File: src/rtl/fes_pkg.sv
package fes_pkg;

  localparam logic [7:0] OP_NOP   = 8'h00;
  localparam logic [7:0] OP_RDSR  = 8'h05;
  localparam logic [7:0] OP_WREN  = 8'h06;
  localparam logic [7:0] OP_ER4K  = 8'h20;
  localparam logic [7:0] OP_ER32K = 8'h52;
  localparam logic [7:0] OP_CHIP  = 8'h60;
  localparam logic [7:0] OP_ER64K = 8'hD8;

  // granule index 0 is the largest; smallest one is the alignment floor
  localparam int GRAN_N    = 3;
  localparam int MIN_SHIFT = 12;

  typedef enum logic [3:0] {
    S_IDLE, S_WREN, S_ERASE, S_STS, S_PREQ, S_PWAIT, S_GAP, S_NOP, S_FIN
  } seq_st_e;

  function automatic int gran_shift(input int idx);
    case (idx)
      0:       return 16;
      1:       return 15;
      default: return MIN_SHIFT;
    endcase
  endfunction

  function automatic logic [7:0] gran_op(input int idx);
    case (idx)
      0:       return OP_ER64K;
      1:       return OP_ER32K;
      default: return OP_ER4K;
    endcase
  endfunction

endpackage

File: src/rtl/fes_range_check.sv
module fes_range_check
  import fes_pkg::*;
#(
  parameter int ADDR_W = 24
) (
  input  logic [ADDR_W-1:0] start_addr,
  input  logic [ADDR_W-1:0] byte_len,
  output logic [ADDR_W:0]   end_addr,
  output logic              aligned
);

  always_comb begin
    end_addr = {1'b0, start_addr} + {1'b0, byte_len};
    aligned  = (start_addr[MIN_SHIFT-1:0] == '0) && (end_addr[MIN_SHIFT-1:0] == '0);
  end

endmodule

File: src/rtl/fes_granule_pick.sv
module fes_granule_pick
  import fes_pkg::*;
#(
  parameter int ADDR_W = 24
) (
  input  logic [ADDR_W:0] cur_addr,
  input  logic [ADDR_W:0] lim_addr,
  output logic [7:0]      erase_op,
  output logic [ADDR_W:0] step_len
);

  localparam int SW = ADDR_W + 2;

  logic [GRAN_N-1:0] fits;

  for (genvar g = 0; g < GRAN_N; g++) begin : g_gran
    localparam int SH = gran_shift(g);
    logic [SW-1:0] reach;
    always_comb begin
      reach   = {1'b0, cur_addr} + (SW'(1) << SH);
      fits[g] = (cur_addr[SH-1:0] == '0) && (reach <= {1'b0, lim_addr});
    end
  end

  // walk from the smallest to the largest so the largest fitting one wins
  always_comb begin
    erase_op = OP_ER4K;
    step_len = (ADDR_W+1)'(1) << MIN_SHIFT;
    for (int g = GRAN_N - 1; g >= 0; g--) begin
      if (fits[g]) begin
        erase_op = gran_op(g);
        step_len = (ADDR_W+1)'(1) << gran_shift(g);
      end
    end
  end

endmodule

File: src/rtl/fes_poll_ctr.sv
module fes_poll_ctr #(
  parameter int GAP_CYCLES = 25000,
  parameter int MAX_POLLS  = 2000000
) (
  input  logic clk,
  input  logic rst_n,
  input  logic poll_clr,
  input  logic busy_seen,
  input  logic gap_load,
  input  logic gap_run,
  output logic gap_expired,
  output logic last_poll
);

  localparam int GW = $clog2(GAP_CYCLES + 1);
  localparam int PW = $clog2(MAX_POLLS + 1);
  localparam logic [GW-1:0] GAP_END  = GW'(GAP_CYCLES - 1);
  localparam logic [PW-1:0] POLL_END = PW'(MAX_POLLS - 1);

  logic [GW-1:0] gap_q, gap_d;
  logic          gap_en;
  logic [PW-1:0] poll_q, poll_d;
  logic          poll_en;

  always_comb begin
    gap_expired = (gap_q == GAP_END);
    last_poll   = (poll_q == POLL_END);
    gap_en      = gap_load || (gap_run && !gap_expired);
    gap_d       = gap_load ? '0 : gap_q + GW'(1);
    poll_en     = poll_clr || busy_seen;
    poll_d      = poll_clr ? '0 : poll_q + PW'(1);
  end

  always_ff @(posedge clk or negedge rst_n) begin
    if (!rst_n) begin
      gap_q  <= '0;
      poll_q <= '0;
    end else begin
      if (gap_en)  gap_q  <= gap_d;
      if (poll_en) poll_q <= poll_d;
    end
  end

endmodule

File: src/rtl/flash_erase_seq.sv
module flash_erase_seq
  import fes_pkg::*;
#(
  parameter int ADDR_W     = 24,
  parameter int GAP_CYCLES = 25000,
  parameter int MAX_POLLS  = 2000000
) (
  input  logic              clk,
  input  logic              rst_n,
  input  logic              rng_req,
  input  logic [ADDR_W-1:0] rng_start,
  input  logic [ADDR_W-1:0] rng_len,
  input  logic              chip_req,
  output logic              cmd_valid,
  input  logic              cmd_ready,
  output logic [7:0]        cmd_op,
  output logic [ADDR_W-1:0] cmd_addr,
  output logic              sts_req,
  input  logic              sts_valid,
  input  logic [7:0]        sts_byte,
  output logic              done,
  output logic              err_align,
  output logic              err_timeout
);

  seq_st_e         state_q, state_d;
  logic [ADDR_W:0] cur_q, cur_d;
  logic [ADDR_W:0] lim_q, lim_d;
  logic            chip_q, chip_d;
  logic            tmo_q, tmo_d;
  logic            algn_q, algn_d;
  logic            ctx_en;

  logic [ADDR_W:0] req_end;
  logic            req_aligned;
  logic [7:0]      pick_op;
  logic [ADDR_W:0] pick_step;
  logic            poll_clr, busy_seen, gap_load, gap_run;
  logic            gap_expired, last_poll;

  fes_range_check #(.ADDR_W(ADDR_W)) u_rchk (
    .start_addr (rng_start),
    .byte_len   (rng_len),
    .end_addr   (req_end),
    .aligned    (req_aligned)
  );

  fes_granule_pick #(.ADDR_W(ADDR_W)) u_pick (
    .cur_addr (cur_q),
    .lim_addr (lim_q),
    .erase_op (pick_op),
    .step_len (pick_step)
  );

  fes_poll_ctr #(.GAP_CYCLES(GAP_CYCLES), .MAX_POLLS(MAX_POLLS)) u_poll (
    .clk         (clk),
    .rst_n       (rst_n),
    .poll_clr    (poll_clr),
    .busy_seen   (busy_seen),
    .gap_load    (gap_load),
    .gap_run     (gap_run),
    .gap_expired (gap_expired),
    .last_poll   (last_poll)
  );

  always_comb begin
    state_d   = state_q;
    cur_d     = cur_q;
    lim_d     = lim_q;
    chip_d    = chip_q;
    tmo_d     = tmo_q;
    algn_d    = algn_q;
    cmd_valid = 1'b0;
    cmd_op    = OP_NOP;
    cmd_addr  = '0;
    sts_req   = 1'b0;
    poll_clr  = 1'b0;
    busy_seen = 1'b0;
    gap_load  = 1'b0;
    gap_run   = 1'b0;
    case (state_q)
      S_IDLE: begin
        if (rng_req) begin
          cur_d  = {1'b0, rng_start};
          lim_d  = req_end;
          chip_d = 1'b0;
          tmo_d  = 1'b0;
          algn_d = !req_aligned;
          if (!req_aligned || (req_end == {1'b0, rng_start})) state_d = S_FIN;
          else                                                state_d = S_WREN;
        end else if (chip_req) begin
          chip_d  = 1'b1;
          tmo_d   = 1'b0;
          algn_d  = 1'b0;
          state_d = S_WREN;
        end
      end
      S_WREN: begin
        cmd_valid = 1'b1;
        cmd_op    = OP_WREN;
        if (cmd_ready) state_d = S_ERASE;
      end
      S_ERASE: begin
        cmd_valid = 1'b1;
        cmd_op    = chip_q ? OP_CHIP : pick_op;
        cmd_addr  = chip_q ? '0 : cur_q[ADDR_W-1:0];
        if (cmd_ready) begin
          if (!chip_q) cur_d = cur_q + pick_step;
          state_d = S_STS;
        end
      end
      S_STS: begin
        cmd_valid = 1'b1;
        cmd_op    = OP_RDSR;
        if (cmd_ready) begin
          poll_clr = 1'b1;
          state_d  = S_PREQ;
        end
      end
      S_PREQ: begin
        sts_req = 1'b1;
        state_d = S_PWAIT;
      end
      S_PWAIT: begin
        if (sts_valid) begin
          if (!sts_byte[0]) begin
            state_d = S_NOP;
          end else begin
            busy_seen = 1'b1;
            if (last_poll) begin
              tmo_d   = 1'b1;
              state_d = S_NOP;
            end else begin
              gap_load = 1'b1;
              state_d  = S_GAP;
            end
          end
        end
      end
      S_GAP: begin
        gap_run = 1'b1;
        if (gap_expired) state_d = S_PREQ;
      end
      S_NOP: begin
        cmd_valid = 1'b1;
        cmd_op    = OP_NOP;
        if (cmd_ready) begin
          if (tmo_q || chip_q || (cur_q == lim_q)) state_d = S_FIN;
          else                                     state_d = S_WREN;
        end
      end
      S_FIN:   state_d = S_IDLE;
      default: state_d = S_IDLE;
    endcase
  end

  assign ctx_en = (state_q == S_IDLE) || (state_q == S_ERASE) || (state_q == S_PWAIT);

  always_ff @(posedge clk or negedge rst_n) begin
    if (!rst_n) begin
      state_q <= S_IDLE;
      cur_q   <= '0;
      lim_q   <= '0;
      chip_q  <= 1'b0;
      tmo_q   <= 1'b0;
      algn_q  <= 1'b0;
    end else begin
      state_q <= state_d;
      if (ctx_en) begin
        cur_q  <= cur_d;
        lim_q  <= lim_d;
        chip_q <= chip_d;
        tmo_q  <= tmo_d;
        algn_q <= algn_d;
      end
    end
  end

  always_comb begin
    done        = (state_q == S_FIN);
    err_align   = done && algn_q;
    err_timeout = done && tmo_q;
  end

endmodule

File: config.mk
export PLATFORM = sky130hd
export DESIGN_NAME = flash_erase_seq
export DESIGN_NICKNAME = d
export VERILOG_FILES = /design/src/rtl/fes_pkg.sv /design/src/rtl/fes_range_check.sv /design/src/rtl/fes_granule_pick.sv /design/src/rtl/fes_poll_ctr.sv /design/src/rtl/flash_erase_seq.sv
export SDC_FILE = /design/constraint.sdc
export NUM_CORES = 1
export LEC_CHECK = 0
export ABC_AREA = 1
export CAP_MARGIN = 10
export CORE_MARGIN = 3
export CORE_UTILIZATION = 50
export CTS_CLUSTER_DIAMETER = 120
export DETAILED_ROUTE_END_ITERATION = 8
export PLACE_DENSITY = 0.81
export SLEW_MARGIN = 30
export SYNTH_ARGS = -nofsm -noshare
export SYNTH_HDL_FRONTEND = slang
export SYNTH_SLANG_ARGS = --single-unit
File: constraint.sdc
create_clock -name clk -period 8.6 [get_ports clk]
set_input_delay 1.72 -clock clk [delete_from_list [all_inputs] [get_ports clk]]
set_output_delay 1.72 -clock clk [all_outputs]
set_load 0.005 [all_outputs]
==> impl_metrics.csv <==
group,metric,value,unit
critical_path,critical_path_class,"flop to output pin",
pwr,internal_power,0.00139,W
die,core,16600,um^2
sta,fmax,181,MHz
die,die_area,18700,um^2
routing,drt_iter0_drc,611,
synthesis,synthAdderAreaFrac,10.0,%
clocking,cts_tree,"built",
routing,ant_nets,0,
synthesis,yosys_register_bits,93,
routing,via_count,8794,
clocking,cts_setup_buffers,0,
synthesis,syn-cell-area,8550,um^2
clocking,clockBufferDepth,2,
layout,drive_gt1_share,3.76,%
die,num_rows,47,
routing,wirelength,22700,um
global_route,first_global_vias,8103,
synthesis,synth_nets,1452,
die,chipHeight,137,um
routing,first_pass_iters,6,
critical_path,r2r_slack,4020,ps
synthesis,synth_edf_count,0,
synthesis,syn_avg_cell_area,6.47,um^2
sta,relSlewSlack,33.9,%
layout,syn_to_final_growth,16.6,%
die,die_w,137,um
critical_path,cp_max_fo,9,
sta,rsz0062_at_grt,"false",
pwr,combPwrFrac,54.7,%
synthesis,synth_ff_type,"dfrtp_1",
synthesis,ys_async_sr_fraction,100,%
pwr,p_seq_share,29.5,%
sta,setup_viol,0,
synthesis,synthSimpleGateAreaFrac,34.8,%
layout,nets,1534,
global_route,grt_start_max_net_pins,53,
synthesis,synth_warnings,0,
clocking,cts_resized,0,
critical_path,crit_required,6880,ps
sta,tightest_slew,987,ps
global_route,antenna_found_initial,0,
outcome,status,"finished clean",
placement,dp_hpwl,18400,um
sta,clock_skew,11.3,ps
clocking,clock_latency,340,ps
pwr,pwr-share-clk,15.8,%
synthesis,seq_area_frac_synth,27.2,%
sta,setup_tns,0,ps
clocking,cts.reportedPaths.clkPinSlew,70,ps
clocking,hold_buffers,0,
pwr,power_switching,0.00121,W
sta,slew_violations,0,
worst_hold_path,min_path_type,"flop to flop",
routing,via_per_inst,5.40,
pwr,vdd_drop_max,0.000127,V
routing,wl_per_cell,14.0,um
critical_path,cp.arrival,3820,ps
critical_path,end_kind,"output pin",
sta,finalHoldViolations,0,
job,maxCapViolCount,0,
clocking,cts_root_buf,"clkbuf_16",
global_route,grt_use_total,24.9,%
placement,port_buffers,91,
clocking,cts_buffers,9,
synthesis,synthMuxAreaShare,0,%
global_route,grt_pass1_wl,37800,um
synthesis,synth_compound_gate_area_share,12.3,%
sta,period_share,64.4,%
layout,n_antenna_cell,0,
sta,fin_crit,5540,ps
pwr,p_per_area,260,nW/um^2
clocking,cts.sinks,93,
die,ios,99,
synthesis,synth-xor-area-share,4.19,%
die,start_util,51.4,%
clocking,h-tree-depth,3,
synthesis,syn-instance-count,1322,
critical_path,worst_setup_path_start_kind,"flop",
synthesis,ys_types,52,
synthesis,synth_top_family_by_area,"simple AND/OR/NAND/NOR gates",
routing,drc,0,
global_route,overflow,0,
pwr,switching_share,46.5,%
sta,holdWs,470,ps
pwr,p_leak,5.17,nW
placement,place.gp.congestion,0.952,
-- sequential cells by signal, summed over array words and instances, names as in the netlist --
register and flops:
algn_q 1, chip_q 1, cur_q 25, lim_q 25, state_q 4, tmo_q 1, u_poll.gap_q 15, u_poll.poll_q 21
-- power by group through the flow --
stage	Combinational [W]	Clock, W	Sequential [W]
2_1_floorplan	0.00103	0	0.000708
3_3_place_gp	0.00136	0	0.000761
3_5_place_dp	0.00140	0	0.000767
4_1_cts	0.00142	0.000414	0.000761
5_1_grt	0.00163	0.000436	0.000784
6_report	0.00142	0.000409	0.000765
-- worst paths after layout --
check,start,endpoint,cells after the start
worst max-delay path,cur_q[19],cmd_op[6],16
worst min-delay path,u_poll.poll_q[19],u_poll.poll_q[19],1
worst max register to register,cur_q[19],cur_q[23],24
worst min register to register,u_poll.poll_q[19],u_poll.poll_q[19],1
max in group asynchronous,rst_n,lim_q[16],2
min in group asynchronous,rst_n,u_poll.poll_q[6],1
-- synth_stat cells, drive strengths merged, types with 3 or more instances --
library cell	number	share of area, %
a211oi	3	0.26
a21oi	77	4.5
a221oi	3	0.38
a31oi	3	0.22
buf	5	0.31
clkbuf	18	0.79
dfrtp	93	27
ha	67	9.8
inv	237	10
nand2	360	16
nand3	86	5.4
nand4	27	2.0
nor2	144	6.8
nor3	35	2.5
nor4	16	1.3
o211ai	4	0.35
o21a	3	0.26
o21ai	83	4.9
o22ai	3	0.22
xnor2	7	0.72
xor2	26	2.7
-- layout by cell type, fill, tap and decap left out, drive strengths merged, types with 3 or more instances in the layout --
cell type      netlist  routed
a211oi               3       3
a21oi               77      77
a221oi               3       3
a31oi                3       3
buf                  5       4
clkbuf              18      11
clkdlybuf4s50        0      90
clkinv               0       3
dfrtp               93      93
ha                  67      67
inv                237     237
nand2              360     360
nand3               86      86
nand4               27      27
nor2               144     144
nor3                35      35
nor4                16      16
o211ai               4       4
o21a                 3       3
o21ai               83      83
o22ai                3       3
xnor2                7       7
xor2                26      26
-- worst max-delay path, stage by stage (launching register included) --
cell and delay [ps]:
dfrtp_1 550, inv_1 170, nor3_1 210, inv_1 80
nor2_1 280, nand2_1 110, xor2_1 160, ha_1 290
a21o_1 180, a221oi_1 250, o21ai_0 120, nand2_1 80
nand2_1 80, nand2_1 80, inv_1 80, a21oi_1 200
clkdlybuf4s50_1 550
-- cell type report --
class / instances / area (um^2)
Clock inverter: 5 / 60.1
Clock buffer: 11 / 243
Timing Repair Buffer: 94 / 931
Inverter: 237 / 890
Tap cell: 220 / 275
Sequential cell: 93 / 2330
Multi-Input combinational cell: 969 / 5240
Fill cell: 1600 / 6680
-- metrics by stage --
stage                     area [um^2]  instances  util [%]  worst slack [ps]  total power, W
final                            9970       1629      59.9              3060         0.00259
after global routing             9970       1629      59.9              2680         0.00285
after CTS                        9970       1629      59.9              2940         0.00259
after detailed placement         9660       1613      58.1              3310         0.00217
after global placement           9660       1613      58.1              3340         0.00212
after floorplan                  8550       1322         -              4390         0.00174
-- metal layers --
metal / GRT usage (%) / routed length [um] / up-vias
li1: - / - / 4425
met1: 33.3 / 9980 / 3992
met2: 41.5 / 10600 / 322
met3: 2.68 / 1460 / 55
met4: 9.63 / 735 / 0
met5: 0 / 0 / -
-- cell families (layout without fill, tap and decap cells) --
logic type | Yosys count | count (layout)
compound gates | 191 | 191
simple gates | 674 | 674
xor+xnor | 36 | 36
buf+inv | 260 | 347
flops | 93 | 93
fa+ha+maj | 68 | 68
(Power assumes the default switching activity.)
